## config.mk

```make
export PLATFORM = sky130hd
export DESIGN_NAME = tmr_pair
export DESIGN_NICKNAME = d
export VERILOG_FILES = /design/src/rtl/tmr_pkg.sv /design/src/rtl/tmr_pin_edge.sv /design/src/rtl/tmr_core.sv /design/src/rtl/tmr_pair.sv
export SDC_FILE = /design/constraint.sdc
export NUM_CORES = 1
export LEC_CHECK = 0
export ABC_AREA = 1
export BUFFER_PORTS_ARGS = -buffer_cell sky130_fd_sc_hd__buf_4
export CAP_MARGIN = 30
export CELL_PAD_IN_SITES_DETAIL_PLACEMENT = 0
export CELL_PAD_IN_SITES_GLOBAL_PLACEMENT = 1
export CORE_ASPECT_RATIO = 0.75
export CORE_MARGIN = 8
export CORE_UTILIZATION = 39
export DETAILED_ROUTE_END_ITERATION = 10
export PLACE_DENSITY_LB_ADDON = 0.1
export SLEW_MARGIN = 20
export SYNTH_ARGS = -nofsm -noshare
export SYNTH_HDL_FRONTEND = slang
export SYNTH_HIERARCHICAL = 1
export SYNTH_SLANG_ARGS = --single-unit
```

## constraint.sdc

```tcl
create_clock -name clk -period 1.66 [get_ports clk]
set_input_delay 0.083 -clock clk [delete_from_list [all_inputs] [get_ports clk]]
set_output_delay 0.083 -clock clk [all_outputs]
set_load 0.05 [all_outputs]
```

## src/rtl/tmr_pkg.sv

```systemverilog
package tmr_pkg;
  parameter int BYTE_W  = 8;
  parameter int PRE_W   = 5;
  parameter int NUM_TMR = 2;
  parameter int ADDR_W  = 3;
  localparam int WIDE_W = 2 * BYTE_W + 1;
  localparam int NIB_W  = 4;

  localparam logic [ADDR_W-1:0] A_MODE = ADDR_W'(0);
  localparam logic [ADDR_W-1:0] A_CTRL = ADDR_W'(1);
  localparam logic [ADDR_W-1:0] A_BYTE = ADDR_W'(2);

  typedef enum logic [1:0] {
    TM_PRESCALE = 2'b00,
    TM_WIDE     = 2'b01,
    TM_RELOAD   = 2'b10,
    TM_SPLIT    = 2'b11
  } tmr_mode_e;

  typedef struct packed {
    logic              ovf;
    logic [BYTE_W-1:0] hi;
    logic [BYTE_W-1:0] lo;
  } tmr_next_t;

  // One count step of a timer in the given mode; split mode covers the low byte only.
  function automatic tmr_next_t tmr_advance(tmr_mode_e md, logic [BYTE_W-1:0] lo,
                                            logic [BYTE_W-1:0] hi);
    tmr_next_t n;
    logic [WIDE_W-1:0] wide;
    n.ovf = 1'b0;
    n.hi  = hi;
    n.lo  = lo;
    wide  = '0;
    case (md)
      TM_PRESCALE: begin
        n.lo[PRE_W-1:0] = lo[PRE_W-1:0] + PRE_W'(1);
        if (&lo[PRE_W-1:0]) begin
          n.hi  = hi + BYTE_W'(1);
          n.ovf = &hi;
        end
      end
      TM_WIDE: begin
        wide = {1'b0, hi, lo} + WIDE_W'(1);
        n    = tmr_next_t'(wide);
      end
      TM_RELOAD: begin
        if (&lo) begin
          n.lo  = hi;
          n.ovf = 1'b1;
        end else begin
          n.lo = lo + BYTE_W'(1);
        end
      end
      default: begin
        n.lo  = lo + BYTE_W'(1);
        n.ovf = &lo;
      end
    endcase
    return n;
  endfunction
endpackage

```

## src/rtl/tmr_pin_edge.sv

```systemverilog
module tmr_pin_edge #(
  parameter int N = 2
) (
  input  logic         clk,
  input  logic         rst_n,
  input  logic [N-1:0] pin,
  output logic [N-1:0] fall
);
  logic [N-1:0] pin_q;

  for (genvar i = 0; i < N; i++) begin : g_pin
    always_ff @(posedge clk or negedge rst_n) begin
      if (!rst_n) pin_q[i] <= 1'b0;
      else        pin_q[i] <= pin[i];
    end
    assign fall[i] = pin_q[i] & ~pin[i];
  end
endmodule

```

## src/rtl/tmr_core.sv

```systemverilog
module tmr_core
  import tmr_pkg::*;
#(
  parameter bit SPLIT_OK = 1'b0
) (
  input  logic              clk,
  input  logic              rst_n,
  input  tmr_mode_e         mode,
  input  logic              step,
  input  logic              hi_step,
  input  logic              wr_lo,
  input  logic              wr_hi,
  input  logic [BYTE_W-1:0] wr_data,
  output logic [BYTE_W-1:0] lo_q,
  output logic [BYTE_W-1:0] hi_q,
  output logic              ovf,
  output logic              hi_ovf
);
  tmr_next_t         adv;
  logic              lo_en;
  logic              split_hi_en;
  logic [BYTE_W-1:0] lo_d;
  logic [BYTE_W-1:0] hi_d;

  assign adv         = tmr_advance(mode, lo_q, hi_q);
  assign lo_en       = step && (SPLIT_OK || (mode != TM_SPLIT));
  assign split_hi_en = SPLIT_OK && (mode == TM_SPLIT) && hi_step;

  always_comb begin
    lo_d   = lo_q;
    hi_d   = hi_q;
    ovf    = 1'b0;
    hi_ovf = 1'b0;
    if (lo_en) begin
      lo_d = adv.lo;
      hi_d = adv.hi;
      ovf  = adv.ovf;
    end
    if (split_hi_en) begin
      hi_d   = hi_q + BYTE_W'(1);
      hi_ovf = &hi_q;
    end
  end

  always_ff @(posedge clk or negedge rst_n) begin
    if (!rst_n) begin
      lo_q <= '0;
      hi_q <= '0;
    end else begin
      lo_q <= wr_lo ? wr_data : lo_d;
      hi_q <= wr_hi ? wr_data : hi_d;
    end
  end
endmodule

```

## src/rtl/tmr_pair.sv

```systemverilog
module tmr_pair
  import tmr_pkg::*;
(
  input  logic               clk,
  input  logic               rst_n,
  input  logic               tick,
  input  logic [NUM_TMR-1:0] cnt_pin,
  input  logic [NUM_TMR-1:0] gate_pin,
  input  logic               wr_en,
  input  logic [ADDR_W-1:0]  addr,
  input  logic [BYTE_W-1:0]  wr_data,
  output logic [BYTE_W-1:0]  rd_data,
  output logic [NUM_TMR-1:0] ovf_flag
);
  logic [NUM_TMR*NIB_W-1:0] mode_q;
  logic [NUM_TMR-1:0]       run_q;
  logic [NUM_TMR-1:0]       flag_q;

  logic [NUM_TMR-1:0] gate_b, ct_b, gate_ok, ev, run_eff, step, fall;
  logic [NUM_TMR-1:0] ovf_b, hovf_b, set_evt;
  tmr_mode_e          md_b [NUM_TMR];
  logic [BYTE_W-1:0]  lo_b [NUM_TMR];
  logic [BYTE_W-1:0]  hi_b [NUM_TMR];
  logic               split;
  logic               hi_step0;
  logic               wr_mode, wr_ctrl;

  assign wr_mode = wr_en && (addr == A_MODE);
  assign wr_ctrl = wr_en && (addr == A_CTRL);

  tmr_pin_edge #(.N(NUM_TMR)) u_edge (
    .clk  (clk),
    .rst_n(rst_n),
    .pin  (cnt_pin),
    .fall (fall)
  );

  assign split    = (md_b[0] == TM_SPLIT);
  assign hi_step0 = run_q[1] & tick;

  for (genvar i = 0; i < NUM_TMR; i++) begin : g_tmr
    logic wr_lo_i, wr_hi_i;
    assign gate_b[i]  = mode_q[i*NIB_W+3];
    assign ct_b[i]    = mode_q[i*NIB_W+2];
    assign md_b[i]    = tmr_mode_e'(mode_q[i*NIB_W+1 -: 2]);
    assign gate_ok[i] = ~gate_b[i] | gate_pin[i];
    assign ev[i]      = ct_b[i] ? fall[i] : tick;
    assign run_eff[i] = (i == 0) ? run_q[i] : (run_q[i] | split);
    assign step[i]    = run_eff[i] & gate_ok[i] & ev[i];
    assign wr_lo_i    = wr_en && (addr == A_BYTE + ADDR_W'(2*i));
    assign wr_hi_i    = wr_en && (addr == A_BYTE + ADDR_W'(2*i+1));

    tmr_core #(.SPLIT_OK(i == 0)) u_core (
      .clk    (clk),
      .rst_n  (rst_n),
      .mode   (md_b[i]),
      .step   (step[i]),
      .hi_step((i == 0) ? hi_step0 : 1'b0),
      .wr_lo  (wr_lo_i),
      .wr_hi  (wr_hi_i),
      .wr_data(wr_data),
      .lo_q   (lo_b[i]),
      .hi_q   (hi_b[i]),
      .ovf    (ovf_b[i]),
      .hi_ovf (hovf_b[i])
    );
  end

  // Flag sources: timer 1's flag is lent to timer 0's high byte in split mode.
  assign set_evt[0] = ovf_b[0];
  assign set_evt[1] = split ? hovf_b[0] : (ovf_b[1] | hovf_b[1]);

  always_ff @(posedge clk or negedge rst_n) begin
    if (!rst_n) begin
      mode_q <= '0;
      run_q  <= '0;
      flag_q <= '0;
    end else begin
      if (wr_mode) mode_q <= wr_data;
      if (wr_ctrl) begin
        run_q  <= {wr_data[2], wr_data[0]};
        flag_q <= {wr_data[3], wr_data[1]};
      end else begin
        flag_q <= flag_q | set_evt;
      end
    end
  end

  always_comb begin
    case (addr)
      ADDR_W'(0): rd_data = mode_q;
      ADDR_W'(1): rd_data = {4'b0, flag_q[1], run_q[1], flag_q[0], run_q[0]};
      ADDR_W'(2): rd_data = lo_b[0];
      ADDR_W'(3): rd_data = hi_b[0];
      ADDR_W'(4): rd_data = lo_b[1];
      ADDR_W'(5): rd_data = hi_b[1];
      default:    rd_data = '0;
    endcase
  end

  assign ovf_flag = flag_q;
endmodule

```

==> flow_metrics.env <==
export IMPL_violations="negative setup slack"
export IMPL_slew_headroom_pct=56.9
export IMPL_dp_hpwl_um=12800
export IMPL_cts_tree="yes"
export IMPL_fin_nets=853
export IMPL_grt_pass1_wl_um=26000
export IMPL_min_period_ns=1.73
export IMPL_avgSynthCellArea_um2=6.12
export IMPL_maxCapViolCount=0
export IMPL_dr_first_iter_drc_count=378
export IMPL_cts_root_buf="clkbuf_16"
export IMPL_setup_viol=9
export IMPL_final_core_utilization_pct=53.2
export IMPL_fp_dieH_um=108
export IMPL_vias=5036
export IMPL_antenna_found_initial=0
export IMPL_ys_warn_count=6
export IMPL_path_max_fanout=8
export IMPL_worstSetupPathType="flip-flop to flip-flop"
export IMPL_hold_path_class="primary input to flip-flop"
export IMPL_worstPathRequired_ns=1.85
export IMPL_syn_inst=712
export IMPL_portBuffers=28
export IMPL_power_frac_seq_pct=29.0
export IMPL_swShare_pct=44.9
export IMPL_finalCritPeriodShare_pct=104
export IMPL_drive_gt1_share_pct=26.2
export IMPL_start_kind="flip-flop"
export IMPL_fin_setup_tns_ns=-0.406
export IMPL_finalWirelength_um=16600
export IMPL_path_clk_slew_ns=0.07
export IMPL_dp_cells=940
export IMPL_routedWlPerCell_um=17.3
export IMPL_wl_met2_um=6800
export IMPL_die_x_um=138
export IMPL_cts_buffers=5
export IMPL_synthesis_nets=746
export IMPL_arrival_ns=1.91
export IMPL_outcome="complete, but fails checks"
export IMPL_grt_ovfl_total=0
export IMPL_power_frac_comb_pct=53.6
export IMPL_p_total_mw=6.16
export IMPL_insertion_delay_ns=0.30
export IMPL_grt_max_degree=47
export IMPL_core_um2=10900
export IMPL_layoutNonFillerInstCount=960
export IMPL_power_leakage_nw=3.04
export IMPL_route_detailed_drc=0
export IMPL_via_per_inst=5.25
export IMPL_rsz0062_at_grt="yes"
export IMPL_cts_buffer_depth=2
export IMPL_clock_fmax_mhz=579
export IMPL_cts_htree_levels=2
export IMPL_intPower_mw=3.39
export IMPL_globalRouteTotalUtil_pct=22.0
export IMPL_cp_end_kind="flip-flop"
export IMPL_power_frac_clock_pct=17.4
export IMPL_antennaDiodeCount=0
export IMPL_met1_length_um=8560
export IMPL_cts_sinks=46
export IMPL_worstMarginPinSlew_ns=0.646
export IMPL_firstDrtPassIters=5
export IMPL_highest_layer="met4"
export IMPL_netlist_area_um2=4360
export IMPL_final_hold_violation_count=0
export IMPL_ios=29
export IMPL_gp_congestion=0.949
export IMPL_fin_ws_ns=-0.0679
export IMPL_wl_met3_um=1150
export IMPL_p_switching_mw=2.77
export IMPL_grt_pass1_vias=4689
export IMPL_ir_worst_vdd_uv=468
export IMPL_p_per_area_nw_per_um2=1060
export IMPL_rows=33
export IMPL_fin_worst_skew_ns=0.00470
export IMPL_area_growth_syn_to_layout_pct=33.0
export IMPL_die_area_um2=14900
export IMPL_initial_core_util_pct=40.0
export IMPL_slew_viol_final=0
export IMPL_ant_nets=0
[repair_timing]
item	4_1_cts	5_1_grt
setup endpoints to repair	12	33
buffers inserted	4	4
gates resized for setup	15	83
pin swaps	14	26
hold buffers	3	0
endpoints found under the hold margin	48	0
gates cloned	1	0
[area by class of cell]
cell class,instances,area [um^2]
Fill cell,1155,5100
Clock inverter,1,5.00
Timing Repair Buffer,118,923
Multi-Input combinational cell,533,2940
Clock buffer,7,143
Timing Repair inverter,1,7.51
Tap cell,140,175
Sequential cell,46,1150
Inverter,114,450
[worst max-delay path, cell delays in order (launching register included)]
cell and delay [ns]:
dfrtp_1 0.39, ha_2 0.20, nand2_2 0.07, nor2_4 0.04
ha_4 0.16, o211ai_1 0.24, nand3_2 0.21, clkinv_4 0.15
a21oi_2 0.04, nand2_1 0.06, nand2_1 0.05
[worst paths after layout]
path                                            to  depth (start not counted)                    start  slack, ns
setup / recovery           g_tmr[0].u_core/hi_q[5]                         10  g_tmr[0].u_core/lo_q[0]      -0.07
hold / removal                           mode_q[5]                          3               wr_data[5]       0.05
setup reg to reg           g_tmr[0].u_core/hi_q[5]                         10  g_tmr[0].u_core/lo_q[0]      -0.07
hold reg to reg                          mode_q[3]                          2                mode_q[3]       0.47
max in group asynchronous                mode_q[0]                          2                    rst_n       0.84
min in group asynchronous  g_tmr[1].u_core/hi_q[7]                          2                    rst_n       0.34
[cells in the final DEF (no fill, tap or decap), drive strengths merged, types with 5 or more instances in the layout]
cell type / count
ha: 15
nand4: 24
dfrtp: 46
xor2: 10
nor2: 86
buf: 115
nand2: 222
a22oi: 6
nand3: 62
clkbuf: 7
o21ai: 49
o22ai: 5
inv: 113
a21oi: 35
[routing by layer]
metal	up-vias	track usage, %
li1	2484	-
met1	2400	33.2
met2	141	30.7
met3	11	5.47
met4	0	3.25
met5	-	0
[through the flow]
step / setup WS (ns) / area [um^2] / hold WS [ns]
final: -0.0679 / 5800 / 0.0518
after floorplan: 0.000895 / 4370 / -0.213
after global placement: -0.111 / 5220 / 0.154
after detailed placement: -0.134 / 5220 / 0.160
after CTS: -0.0702 / 5490 / 0.0509
after global routing: -0.148 / 5800 / 0.0598
[power by group through the flow]
stage,clock [mW],sequential [mW],combinational (mW)
after CTS,1.10,1.75,2.98
after detailed placement,0,1.77,2.92
after global placement,0,1.76,2.91
final,1.07,1.79,3.30
after global routing,1.14,1.83,3.61
after floorplan,0,1.84,1.57
[flip-flops by register name, indices dropped and copies added (netlist names)]
name	count
g_tmr.u_core/hi_q	16
g_tmr.u_core/lo_q	16
mode_q	8
ovf_flag	2
run_q	2
u_edge/pin_q	2
(Power assumes the default switching activity.)
